**src/rtl/dspi_pkg.sv**
```systemverilog
package dspi_pkg;
  typedef enum logic [1:0] {
    ADDR_CFG  = 2'd0,
    ADDR_TX   = 2'd1,
    ADDR_RX   = 2'd2,
    ADDR_STAT = 2'd3
  } reg_addr_e;
endpackage

```
**src/rtl/dspi_tick.sv**
```systemverilog
// Half-period strobe generator: one pulse every (div+1) clocks while running.
module dspi_tick #(
  parameter int DIV_W = 8
) (
  input  logic             clk,
  input  logic             rst,
  input  logic             run,
  input  logic             clear,
  input  logic [DIV_W-1:0] div,
  output logic             tick
);
  logic [DIV_W-1:0] cnt;

  always_ff @(posedge clk) begin
    if (rst || clear) begin
      cnt <= '0;
    end else if (run) begin
      cnt <= (cnt == div) ? '0 : cnt + 1'b1;
    end
  end

  assign tick = run && (cnt == div);
endmodule

```
**src/rtl/dspi_lane.sv**
```systemverilog
// One capture lane: shifts in the reply bits and commits the byte at frame end.
module dspi_lane #(
  parameter int BYTE_W = 8
) (
  input  logic              clk,
  input  logic              rst,
  input  logic              sample,
  input  logic              commit,
  input  logic              sel,
  input  logic              sdi,
  output logic [BYTE_W-1:0] rx_byte
);
  logic [BYTE_W-1:0] sh;

  always_ff @(posedge clk) begin
    if (rst) begin
      sh      <= '0;
      rx_byte <= '0;
    end else begin
      if (sample) sh <= {sh[BYTE_W-2:0], sdi};
      if (commit && sel) rx_byte <= sh;
    end
  end

  p_keep_lane_r7: assert property (@(posedge clk) disable iff (rst)
    (!(commit && sel)) |=> $stable(rx_byte));
endmodule

```
**src/rtl/dspi_engine.sv**
```systemverilog
// Frame sequencer: select timing, serial clock, shift-out, turnaround and capture.
module dspi_engine #(
  parameter int NUM_DEV = 2,
  parameter int FRAME_W = 24,
  parameter int BYTE_W  = 8
) (
  input  logic                      clk,
  input  logic                      rst,
  input  logic                      accept,
  input  logic [FRAME_W-1:0]        frame_in,
  input  logic [NUM_DEV-1:0]        mask_in,
  input  logic                      tick,
  input  logic [NUM_DEV-1:0]        sdi,
  output logic                      busy,
  output logic                      sclk,
  output logic [NUM_DEV-1:0]        cs_n,
  output logic                      sdo,
  output logic [NUM_DEV-1:0]        sdo_oe,
  output logic [NUM_DEV*BYTE_W-1:0] rx_data
);
  localparam int TICKS    = 2 * FRAME_W + 1;
  localparam int CNT_W    = $clog2(TICKS + 1);
  localparam int RD_START = 2 * (FRAME_W - BYTE_W);
  localparam logic [CNT_W-1:0] LAST_T  = CNT_W'(TICKS - 1);
  localparam logic [CNT_W-1:0] HOLD_T  = CNT_W'(TICKS - 2);
  localparam logic [CNT_W-1:0] RD_FALL = CNT_W'(RD_START - 1);
  localparam logic [CNT_W-1:0] RD_OFF  = CNT_W'(RD_START);

  logic [FRAME_W-1:0] shreg;
  logic [NUM_DEV-1:0] mask;
  logic               rnw;
  logic [CNT_W-1:0]   tcnt;
  logic               sample;
  logic               commit;

  always_ff @(posedge clk) begin
    if (rst) begin
      busy   <= 1'b0;
      sclk   <= 1'b0;
      cs_n   <= '1;
      sdo_oe <= '0;
      shreg  <= '0;
      mask   <= '0;
      rnw    <= 1'b0;
      tcnt   <= '0;
    end else if (accept) begin
      busy   <= 1'b1;
      mask   <= mask_in;
      cs_n   <= ~mask_in;
      sdo_oe <= mask_in;
      shreg  <= frame_in;
      rnw    <= frame_in[FRAME_W-1];
      tcnt   <= '0;
    end else if (busy && tick) begin
      tcnt <= tcnt + 1'b1;
      if (tcnt == LAST_T) begin
        busy   <= 1'b0;
        cs_n   <= '1;
        sdo_oe <= '0;
        sclk   <= 1'b0;
      end else begin
        sclk <= ~sclk;
        if (tcnt[0]) begin
          if (tcnt != HOLD_T) shreg <= shreg << 1;
          if (rnw && tcnt == RD_FALL) sdo_oe <= '0;
        end
      end
    end
  end

  assign sdo    = shreg[FRAME_W-1];
  assign sample = busy && tick && rnw && !tcnt[0] && (tcnt >= RD_OFF) && (tcnt < LAST_T);
  assign commit = busy && tick && rnw && (tcnt == LAST_T);

  for (genvar i = 0; i < NUM_DEV; i++) begin : g_lane
    dspi_lane #(.BYTE_W(BYTE_W)) i_lane (
      .clk     (clk),
      .rst     (rst),
      .sample  (sample),
      .commit  (commit),
      .sel     (mask[i]),
      .sdi     (sdi[i]),
      .rx_byte (rx_data[i*BYTE_W +: BYTE_W])
    );
  end

  p_sclk_idle_r3: assert property (@(posedge clk) disable iff (rst)
    !busy |-> !sclk);
  p_sclk_on_tick_r3: assert property (@(posedge clk) disable iff (rst)
    !tick |=> $stable(sclk));
  p_cs_idle_r4: assert property (@(posedge clk) disable iff (rst)
    !busy |-> (cs_n == '1));
  p_oe_read_r5: assert property (@(posedge clk) disable iff (rst)
    (busy && rnw && tcnt >= RD_OFF) |-> (sdo_oe == '0));
  p_oe_idle_r5: assert property (@(posedge clk) disable iff (rst)
    !busy |-> (sdo_oe == '0));
endmodule

```
**src/rtl/dual_spi_master.sv**
```systemverilog
module dual_spi_master #(
  parameter int NUM_DEV = 2,
  parameter int FRAME_W = 24,
  parameter int BYTE_W  = 8,
  parameter int DIV_W   = 8,
  parameter int BUS_W   = 32
) (
  input  logic               clk,
  input  logic               rst,
  input  logic               bus_wr,
  input  logic [1:0]         bus_addr,
  input  logic [BUS_W-1:0]   bus_wdata,
  output logic [BUS_W-1:0]   bus_rdata,
  output logic               spi_sclk,
  output logic [NUM_DEV-1:0] spi_cs_n,
  output logic               spi_sdo,
  output logic [NUM_DEV-1:0] spi_sdo_oe,
  input  logic [NUM_DEV-1:0] spi_sdi,
  output logic [NUM_DEV-1:0] dev_rst_n
);
  import dspi_pkg::*;

  localparam int RST_LSB = DIV_W;
  localparam int RX_W    = NUM_DEV * BYTE_W;

  logic [DIV_W-1:0]   cfg_div;
  logic [NUM_DEV-1:0] cfg_rst_n;
  logic               busy;
  logic               accept;
  logic               tick;
  logic [RX_W-1:0]    rx_data;
  logic [BUS_W-1:0]   rd_nxt;
  logic               unused_bits;

  assign accept = bus_wr && (reg_addr_e'(bus_addr) == ADDR_TX) && !busy;
  assign unused_bits = ^{bus_wdata[BUS_W-1:FRAME_W+NUM_DEV],
                         bus_wdata[BUS_W-1:RST_LSB+NUM_DEV]};

  always_ff @(posedge clk) begin
    if (rst) begin
      cfg_div   <= '0;
      cfg_rst_n <= '0;
    end else if (bus_wr && reg_addr_e'(bus_addr) == ADDR_CFG) begin
      cfg_div   <= bus_wdata[DIV_W-1:0];
      cfg_rst_n <= bus_wdata[RST_LSB +: NUM_DEV];
    end
  end

  assign dev_rst_n = cfg_rst_n;

  always_comb begin
    rd_nxt = '0;
    unique case (reg_addr_e'(bus_addr))
      ADDR_CFG: begin
        rd_nxt[DIV_W-1:0]           = cfg_div;
        rd_nxt[RST_LSB +: NUM_DEV]  = cfg_rst_n;
      end
      ADDR_TX:   rd_nxt = '0;
      ADDR_RX:   rd_nxt[RX_W-1:0] = rx_data;
      ADDR_STAT: rd_nxt[0] = busy;
      default:   rd_nxt = '0;
    endcase
  end

  always_ff @(posedge clk) begin
    if (rst) bus_rdata <= '0;
    else     bus_rdata <= rd_nxt;
  end

  dspi_tick #(.DIV_W(DIV_W)) i_tick (
    .clk   (clk),
    .rst   (rst),
    .run   (busy),
    .clear (accept),
    .div   (cfg_div),
    .tick  (tick)
  );

  dspi_engine #(
    .NUM_DEV (NUM_DEV),
    .FRAME_W (FRAME_W),
    .BYTE_W  (BYTE_W)
  ) i_engine (
    .clk      (clk),
    .rst      (rst),
    .accept   (accept),
    .frame_in (bus_wdata[FRAME_W-1:0]),
    .mask_in  (bus_wdata[FRAME_W +: NUM_DEV]),
    .tick     (tick),
    .sdi      (spi_sdi),
    .busy     (busy),
    .sclk     (spi_sclk),
    .cs_n     (spi_cs_n),
    .sdo      (spi_sdo),
    .sdo_oe   (spi_sdo_oe),
    .rx_data  (rx_data)
  );

  p_start_r1: assert property (@(posedge clk) disable iff (rst)
    accept |=> (busy && spi_cs_n == ~$past(bus_wdata[FRAME_W +: NUM_DEV])));
  p_ignore_busy_r8: assert property (@(posedge clk) disable iff (rst)
    (busy && bus_wr && reg_addr_e'(bus_addr) == ADDR_TX)
      |=> (spi_cs_n == $past(spi_cs_n) || spi_cs_n == '1));
  p_rst_out_r9: assert property (@(posedge clk) disable iff (rst)
    (bus_wr && reg_addr_e'(bus_addr) == ADDR_CFG)
      |=> (dev_rst_n == $past(bus_wdata[RST_LSB +: NUM_DEV])));
endmodule

```
**config.mk**
```make
export PLATFORM = sky130hd
export DESIGN_NAME = dual_spi_master
export DESIGN_NICKNAME = d
export VERILOG_FILES = /design/src/rtl/dspi_pkg.sv /design/src/rtl/dspi_tick.sv /design/src/rtl/dspi_lane.sv /design/src/rtl/dspi_engine.sv /design/src/rtl/dual_spi_master.sv
export SDC_FILE = /design/constraint.sdc
export NUM_CORES = 1
export LEC_CHECK = 0
export CAP_MARGIN = 10
export CORE_MARGIN = 2
export CORE_UTILIZATION = 25
export DETAILED_ROUTE_END_ITERATION = 7
export GPL_TIMING_DRIVEN = 1
export SLEW_MARGIN = 10
export SYNTH_ARGS = -nofsm -noshare
export SYNTH_HDL_FRONTEND = slang
export SYNTH_SLANG_ARGS = --single-unit
export TNS_END_PERCENT = 1
```
**constraint.sdc**
```tcl
create_clock -name clk -period 3.13 [get_ports clk]
set_input_delay 0.626 -clock clk [delete_from_list [all_inputs] [get_ports clk]]
set_output_delay 0.626 -clock clk [all_outputs]
set_load 0.005 [all_outputs]
```
==> results of run 1 <==
-- critical path, delay by kind of cell (launching register included) --
family                     cells  cell delay, ns
adders and majority gates      1            0.21
AOI/OAI and AO/OA              3            0.82
DFF                            1            0.44
and+or+nand+nor                2            0.74
buffers and inverters          1            0.12
-- metrics by stage --
step                utilization  instance area (µm²)
CTS                       0.313                 5640
finish                    0.313                 5640
detailed placement        0.294                 5310
floorplan                     -                 4660
global route              0.313                 5640
global placement          0.294                 5310
-- per-layer routing --
metal  wire length, µm  track usage  up-vias
li1                  -            -     1963
met1              5610        0.163     1798
met2              5070        0.178       68
met3               525       0.0262       10
met4               151       0.0447        0
met5                 0            0        -
-- cell type report --
cell class,count,share of cell area
multi-input combinational,376,0.400
sequential,105,0.373
timing repair buffer,69,0.116
tap,229,0.0508
clock buffer,12,0.0455
clock inverter,4,0.0133
inverter,3,0.00200
-- power by group through the flow --
stage / clock network [µW] / logic, µW / registers [µW]
final: 1230 / 233 / 1390
after global placement: 0 / 232 / 1420
after CTS: 1260 / 234 / 1390
after global routing: 1310 / 258 / 1390
after floorplan: 0 / 156 / 1410
after detailed placement: 0 / 233 / 1420
-- worst max path at each step --
stage	start	endpoint	slack, ns	depth (start not counted)
after floorplan	i_engine.tcnt[0]	i_engine.shreg[10]	1.07	9
after global placement	bus_wr	i_engine.shreg[19]	0.40	5
after detailed placement	bus_wr	i_engine.shreg[5]	0.43	5
after CTS	i_engine.tcnt[0]	i_engine.shreg[3]	0.69	7
after global routing	i_engine.tcnt[0]	i_engine.shreg[22]	0.47	7
final	i_engine.tcnt[0]	i_engine.shreg[3]	0.70	7
-- cells in the final DEF, fill, tap and decap left out, types with 6 or more instances in the layout --
cell type / count
nand2b_1: 6
and3_1: 8
a211oi_1: 23
clkbuf_16: 9
o21bai_1: 24
dfxtp_1: 105
nor4_1: 23
a21oi_1: 43
clkdlybuf4s50_1: 55
conb_1: 16
nand3_1: 22
mux2i_1: 22
nand4_1: 22
nor2_1: 61
o21ai_1: 9
o21ai_0: 28
nand2_1: 19
buf_4: 13
xnor2_1: 9
-- cells by family after synthesis --
| group | after synthesis | share of synthesized area |
|---|---|---|
| AND/OR/NAND/NOR | 184 | 0.208 |
| AO/OA/AOI/OAI | 139 | 0.185 |
| flip-flops | 105 | 0.457 |
| buffers and inverters | 65 | 0.0707 |
| multiplexers | 22 | 0.0478 |
| XOR/XNOR | 12 | 0.0228 |
| adder cells (fa/ha/maj) | 3 | 0.00816 |
| other | 1 | 0.000815 |
-- registers in the layout, indices dropped and copies added (netlist names) --
register	cells
i_engine.shreg	24
bus_rdata	16
i_engine.g_lane.i_lane.rx_byte	16
i_engine.g_lane.i_lane.sh	16
cfg_div	8
i_tick.cnt	8
i_engine.tcnt	6
dev_rst_n	2
i_engine.cs_n	2
i_engine.mask	2
i_engine.sdo_oe	2
i_engine.busy	1
i_engine.rnw	1
i_engine.sclk	1
-- cell usage after synthesis (all sizes together) (3+ instances only) --
cell	count
dfxtp	105
nor2	61
a21oi	43
clkbuf	37
o21ai	37
buf	25
nor4	25
o21bai	24
a211oi	23
mux2i	22
nand3	22
nand4	22
nand2	19
xnor2	9
and3	8
nand2b	6
or2	5
ha	3
inv	3
nor3	3
or3	3
xor2	3
==> run metrics, run 1 <==
switching power of the nets=639 µW; hold_sp=i_engine.g_lane[1].i_lane.rx_byte[2]; RSZ-0062 raised after global routing=false; Sink Count=105; vias per cell=4.81; Static Leak=0.00188 µW; row count=49; Seq/Total Area, Yosys=0.457; footprint of the multi-input gates=2250 µm²; die extent in y=140 µm; synth top area cells=dfxtp_1 (46%), nor2_1 (5.0%), mux2i_1 (4.8%), a21oi_1 (4.7%), o21bai_1 (3.9%); period utilization=0.777; Reg power frac=0.487; CP Class=flip-flop to flip-flop; hold crit path type=flip-flop to flip-flop; Routability Congestion=0.797; die area=19500 µm²; vias in the first global route=3689; cts hold-fix bufs=0; switch share=0.224; post-synthesis register bit count=105; post-synth cell types=45; worst r2r dst=i_engine.shreg[3]; Cell Chain, Critical Path=inv_1 -> ha_1 -> and4bb_1 -> o21bai_1 -> a211o_1 -> or2_1 -> a211oi_1; GR Overflow Total=0; # fillers=1911; Post-Layout Cell Count=798; max_cap viols=0; r2r startpoint=i_engine.tcnt[0]; n_diodes=0; CTS max path bufs=2; Post-DRT Antenna Nets=0; Layout area overhead=22.5%; DRT Pass-1 Iters=4; Initial Util=0.255; Post-synth EDFFs=0; Worst setup SP type=flip-flop; # setup viols final=0; Avg Cell Area, Syn=8.67 µm²; Worst Skew=0.00819 ns; Crit. End Element=flip-flop; WL final=11.4 mm; worst skew pair latency=0.35 ns; Yosys top cell by area=dfxtp_1; initial antenna violation count=0; Post-CTS Setup Repair Bufs=0; Post-DP HPWL=7.73 mm; Main synth FF type=dfxtp_1; minimum clock period=2.43 ns; I/O pins=79; # port buffers=56; Final Hold Fails=0; Hold WS=0.471 ns; layout cells sized above 1=0.0650; Yosys top cell area share=0.457; chip width=140 µm; Mapped Cells=531; Core ar.=18000 µm²; pin count of the biggest net entering global routing=49; Setup TNS=0 ns; via count=3839; Syn Std Cell Area=4600 µm²; Comb pwr share=0.082; fin. max-slew vios=0; placed insts=782; Worst EP required=3.39 ns; register area=2100 µm²; Total Power=2850 µW; Remaining DRCs=0; fmax=411 MHz; Critical Path Max Stage Delay=0.53 ns; Syn. warnings=0; Power Dens Cells=506 nW/µm²; clock power share=0.431; post-cts resize count=0; Arr. time, crit path=2.69 ns; Total Routing Usage GR=0.117; r2r setup slk=0.70 ns; H-tree Lvls=3; Hold EP=i_engine.g_lane[1].i_lane.rx_byte[2]; worst-path fanout max=23; critical path's slowest cell=or2_1; Setup WS pre-CTS=0.433 ns; CTS tree=done; first-pass GRT wire length=19.0 mm; 1st-iter DRT viols=364; WL/cell=14.2 µm; worst reg2reg path depth=7; Slew @ Worst Pin=0.934 ns; Num CTS Buffers=9; Int Power=2210 µW; clock slew at reported path FFs=0.07 ns; Net count, final=606; Root Driver=clkbuf_16; Async SR Flop Fraction=0; Max-slew headroom=0.378; VDD IR max=0.212 mV; final worst-path setup slack=0.697 ns; status=finished, final reports clean; WHS Path Cells=2
Power figures use the tool's default switching activity.
==> run 2: changes to the inputs <==
==> constraint.sdc (replaced) <==
create_clock -name clk -period 2.05 [get_ports clk]
set_input_delay 0.41 -clock clk [delete_from_list [all_inputs] [get_ports clk]]
set_output_delay 0.41 -clock clk [all_outputs]
set_load 0.005 [all_outputs]
==> run 2 against run 1 <==
  * Combinational power rose by 71%
  * Count of clock-buffer cells in the layout fell by 2
  * Sequential cell count did not move
  * Sequential share of layout area fell by 1.9 points
  * Final cell count rose by 3.0%
  * Sequential power rose by 53%
  * Core utilization rose by 1.7 points
  * Critical endpoint is now i_engine.shreg[4]
  * Fmax rose by 25%
  * Global-route usage rose by 0.11 points
  * Register-to-register slack got worse by 0.60 ns
  * Worst hold slack got worse by 0.0022 ns
  * Largest power group unchanged
==> run metrics, run 2 (synthesized netlist as in run 1, its figures left out) <==
footprint of the multi-input gates=2340 µm² (+3.7%); Worst EP required=2.27 ns (-1.12 ns); n_diodes=0 (unchanged); pin count of the biggest net entering global routing=32 (-35%); Layout area overhead=29.2%; Max-slew headroom=0.649 (+0.271); Initial Util=0.255 (unchanged); crit path buf inv count=2 (+1); commonest non-fill, non-tap cell in the layout=dfxtp_1; initial antenna violation count=0 (unchanged); Core ar.=18000 µm² (unchanged); # port buffers=56 (unchanged); Setup TNS=0 ns (unchanged); clock slew at reported path FFs=0.07 ns (about the same); Worst setup SP type=flip-flop; register area=2110 µm² (+0.18%); Slew @ Worst Pin=0.527 ns (-0.407 ns); fmax=513 MHz (+25%); Critical Path Max Stage Delay=0.35 ns (-0.18 ns); minimum clock period=1.95 ns (-0.482 ns); Post-CTS Setup Repair Bufs=0 (unchanged); Remaining DRCs=0 (unchanged); die extent in y=140 µm (unchanged); hold crit path type=flip-flop to flip-flop; critical path's slowest cell=dfxtp_2; vias per cell=4.74 (-1.4%); Sink Count=105 (unchanged); Root Driver=clkbuf_16; Worst Skew=0.00897 ns (+0.000785 ns); Num CTS Buffers=9 (unchanged); first-pass GRT wire length=18.9 mm (-0.25%); Routability Congestion=0.792 (-0.59%); Reg with most FFs=i_engine.shreg; WL final=11.4 mm (+0.40%); chip width=140 µm (unchanged); commonest non-fill, non-tap cells in the layout=dfxtp_1 (102), nor2_1 (61), clkdlybuf4s50_1 (55); Top delay family on crit path=compound AO/OA/AOI/OAI gates; worst-path fanout max=24 (+4.3%); CP Class=flip-flop to flip-flop; Hold WS=0.469 ns (-0.00221 ns); fin. max-slew vios=0 (unchanged); max_cap viols=0 (unchanged); H-tree Lvls=3 (unchanged); RSZ-0062 raised after global routing=true; WL/cell=13.9 µm (-2.5%); Power Dens Cells=752 nW/µm² (+49%); via count=3898 (+1.5%); Cell Chain, Critical Path=inv_1 -> ha_1 -> and4bb_1 -> o21bai_1 -> a211o_1 -> buf_4 -> nor4_1 -> a211oi_2; Post-DRT Antenna Nets=0 (unchanged); Total Power=4470 µW (+57%); die area=19500 µm² (unchanged); DRT Pass-1 Iters=5 (+1); max reg flops=24 (unchanged); Arr. time, crit path=2.17 ns (-0.52 ns); status=finished, final reports clean; worst skew pair latency=0.34 ns (about the same); VDD IR max=0.467 mV (+120%); # fillers=1885 (-1.4%); Final Hold Fails=0 (unchanged); vias in the first global route=3705 (+0.43%); Post-DP HPWL=8.01 mm (+3.6%); CTS max path bufs=2 (unchanged); Static Leak=0.00205 µW (+8.7%); I/O pins=79 (unchanged); Crit. End Element=flip-flop; Total Routing Usage GR=0.119 (+0.00108); 1st-iter DRT viols=302 (-17%); GR Overflow Total=0 (unchanged); Net count, final=631 (+4.1%); # setup viols final=0 (unchanged); row count=49 (unchanged); period utilization=0.952 (+0.174); CTS tree=done; layout cells sized above 1=0.135 (+0.0699)
## run 2: changes by cell type in the layout (fill, tap and decap cells not counted), sizes merged
cell      previous run  this run
buf                 14        39
clkinv               0         2
clkbuf              12        10
bufinv               2         3
clkinvlp             2         0
## run 2: final timing paths
| check | cells past startpoint | start | endpoint | slack, ns |
|---|---|---|---|---|
| setup reg to reg | 8 | i_engine.tcnt[0] | i_engine.shreg[4] | 0.1 |
| hold reg to reg | 2 | i_engine.g_lane[1].i_lane.rx_byte[4] | i_engine.g_lane[1].i_lane.rx_byte[4] | 0.47 |
| hold / removal | 2 | i_engine.g_lane[1].i_lane.rx_byte[4] | i_engine.g_lane[1].i_lane.rx_byte[4] | 0.47 |
| setup / recovery | 8 | i_engine.tcnt[0] | i_engine.shreg[4] | 0.1 |
## run 2: where the power goes
| group | internal, µW | switching [µW] | total [µW] |
|---|---|---|---|
| combinational | 186 | 213 | 399 |
| sequential | 2080 | 31.4 | 2120 |
| clock | 1220 | 737 | 1960 |
| total | 3490 | 981 | 4470 |
## run 2: layer usage
metal	wire (µm)	vias up	track usage
met5	0	-	0
met1	5600	1820	0.161
met2	5160	68	0.186
met4	132	0	0.0379
met3	522	8	0.0275
li1	-	2002	-
## run 2: layout make-up
type | instances | area share
Multi-Input combinational cell | 376 | 0.393
Tap cell | 229 | 0.0482
Timing Repair Buffer | 94 | 0.146
Inverter | 3 | 0.00189
Sequential cell | 105 | 0.354
Clock buffer | 10 | 0.0402
Clock inverter | 5 | 0.0175
## run 2: timing repair
item                                    4_1_cts  5_1_grt
endpoints found under the setup margin        0       49
gates resized for setup                       0       18
hold buffers                                  0        0
## run 2: worst register-to-register path, delay by kind of cell (launching register included)
family / cells / cell delay [ns]
and+or+nand+nor: 2 / 0.50
adders and majority gates: 1 / 0.18
buffers and inverters: 2 / 0.28
DFF: 1 / 0.35
AOI/OAI and AO/OA: 3 / 0.52
## run 2: per-stage QoR
| stage | instance area [µm²] | utilization | setup slack, ns | std cells |
|---|---|---|---|---|
| 2_1_floorplan | 4660 | - | 0.0294 | 546 |
| 3_3_place_gp | 5520 | 0.306 | 0.0242 | 807 |
| 3_5_place_dp | 5520 | 0.306 | 0.00230 | 807 |
| 4_1_cts | 5860 | 0.325 | 0.0110 | 822 |
| 5_1_grt | 5950 | 0.330 | -0.00469 | 822 |
| 6_report | 5950 | 0.330 | 0.0992 | 822 |
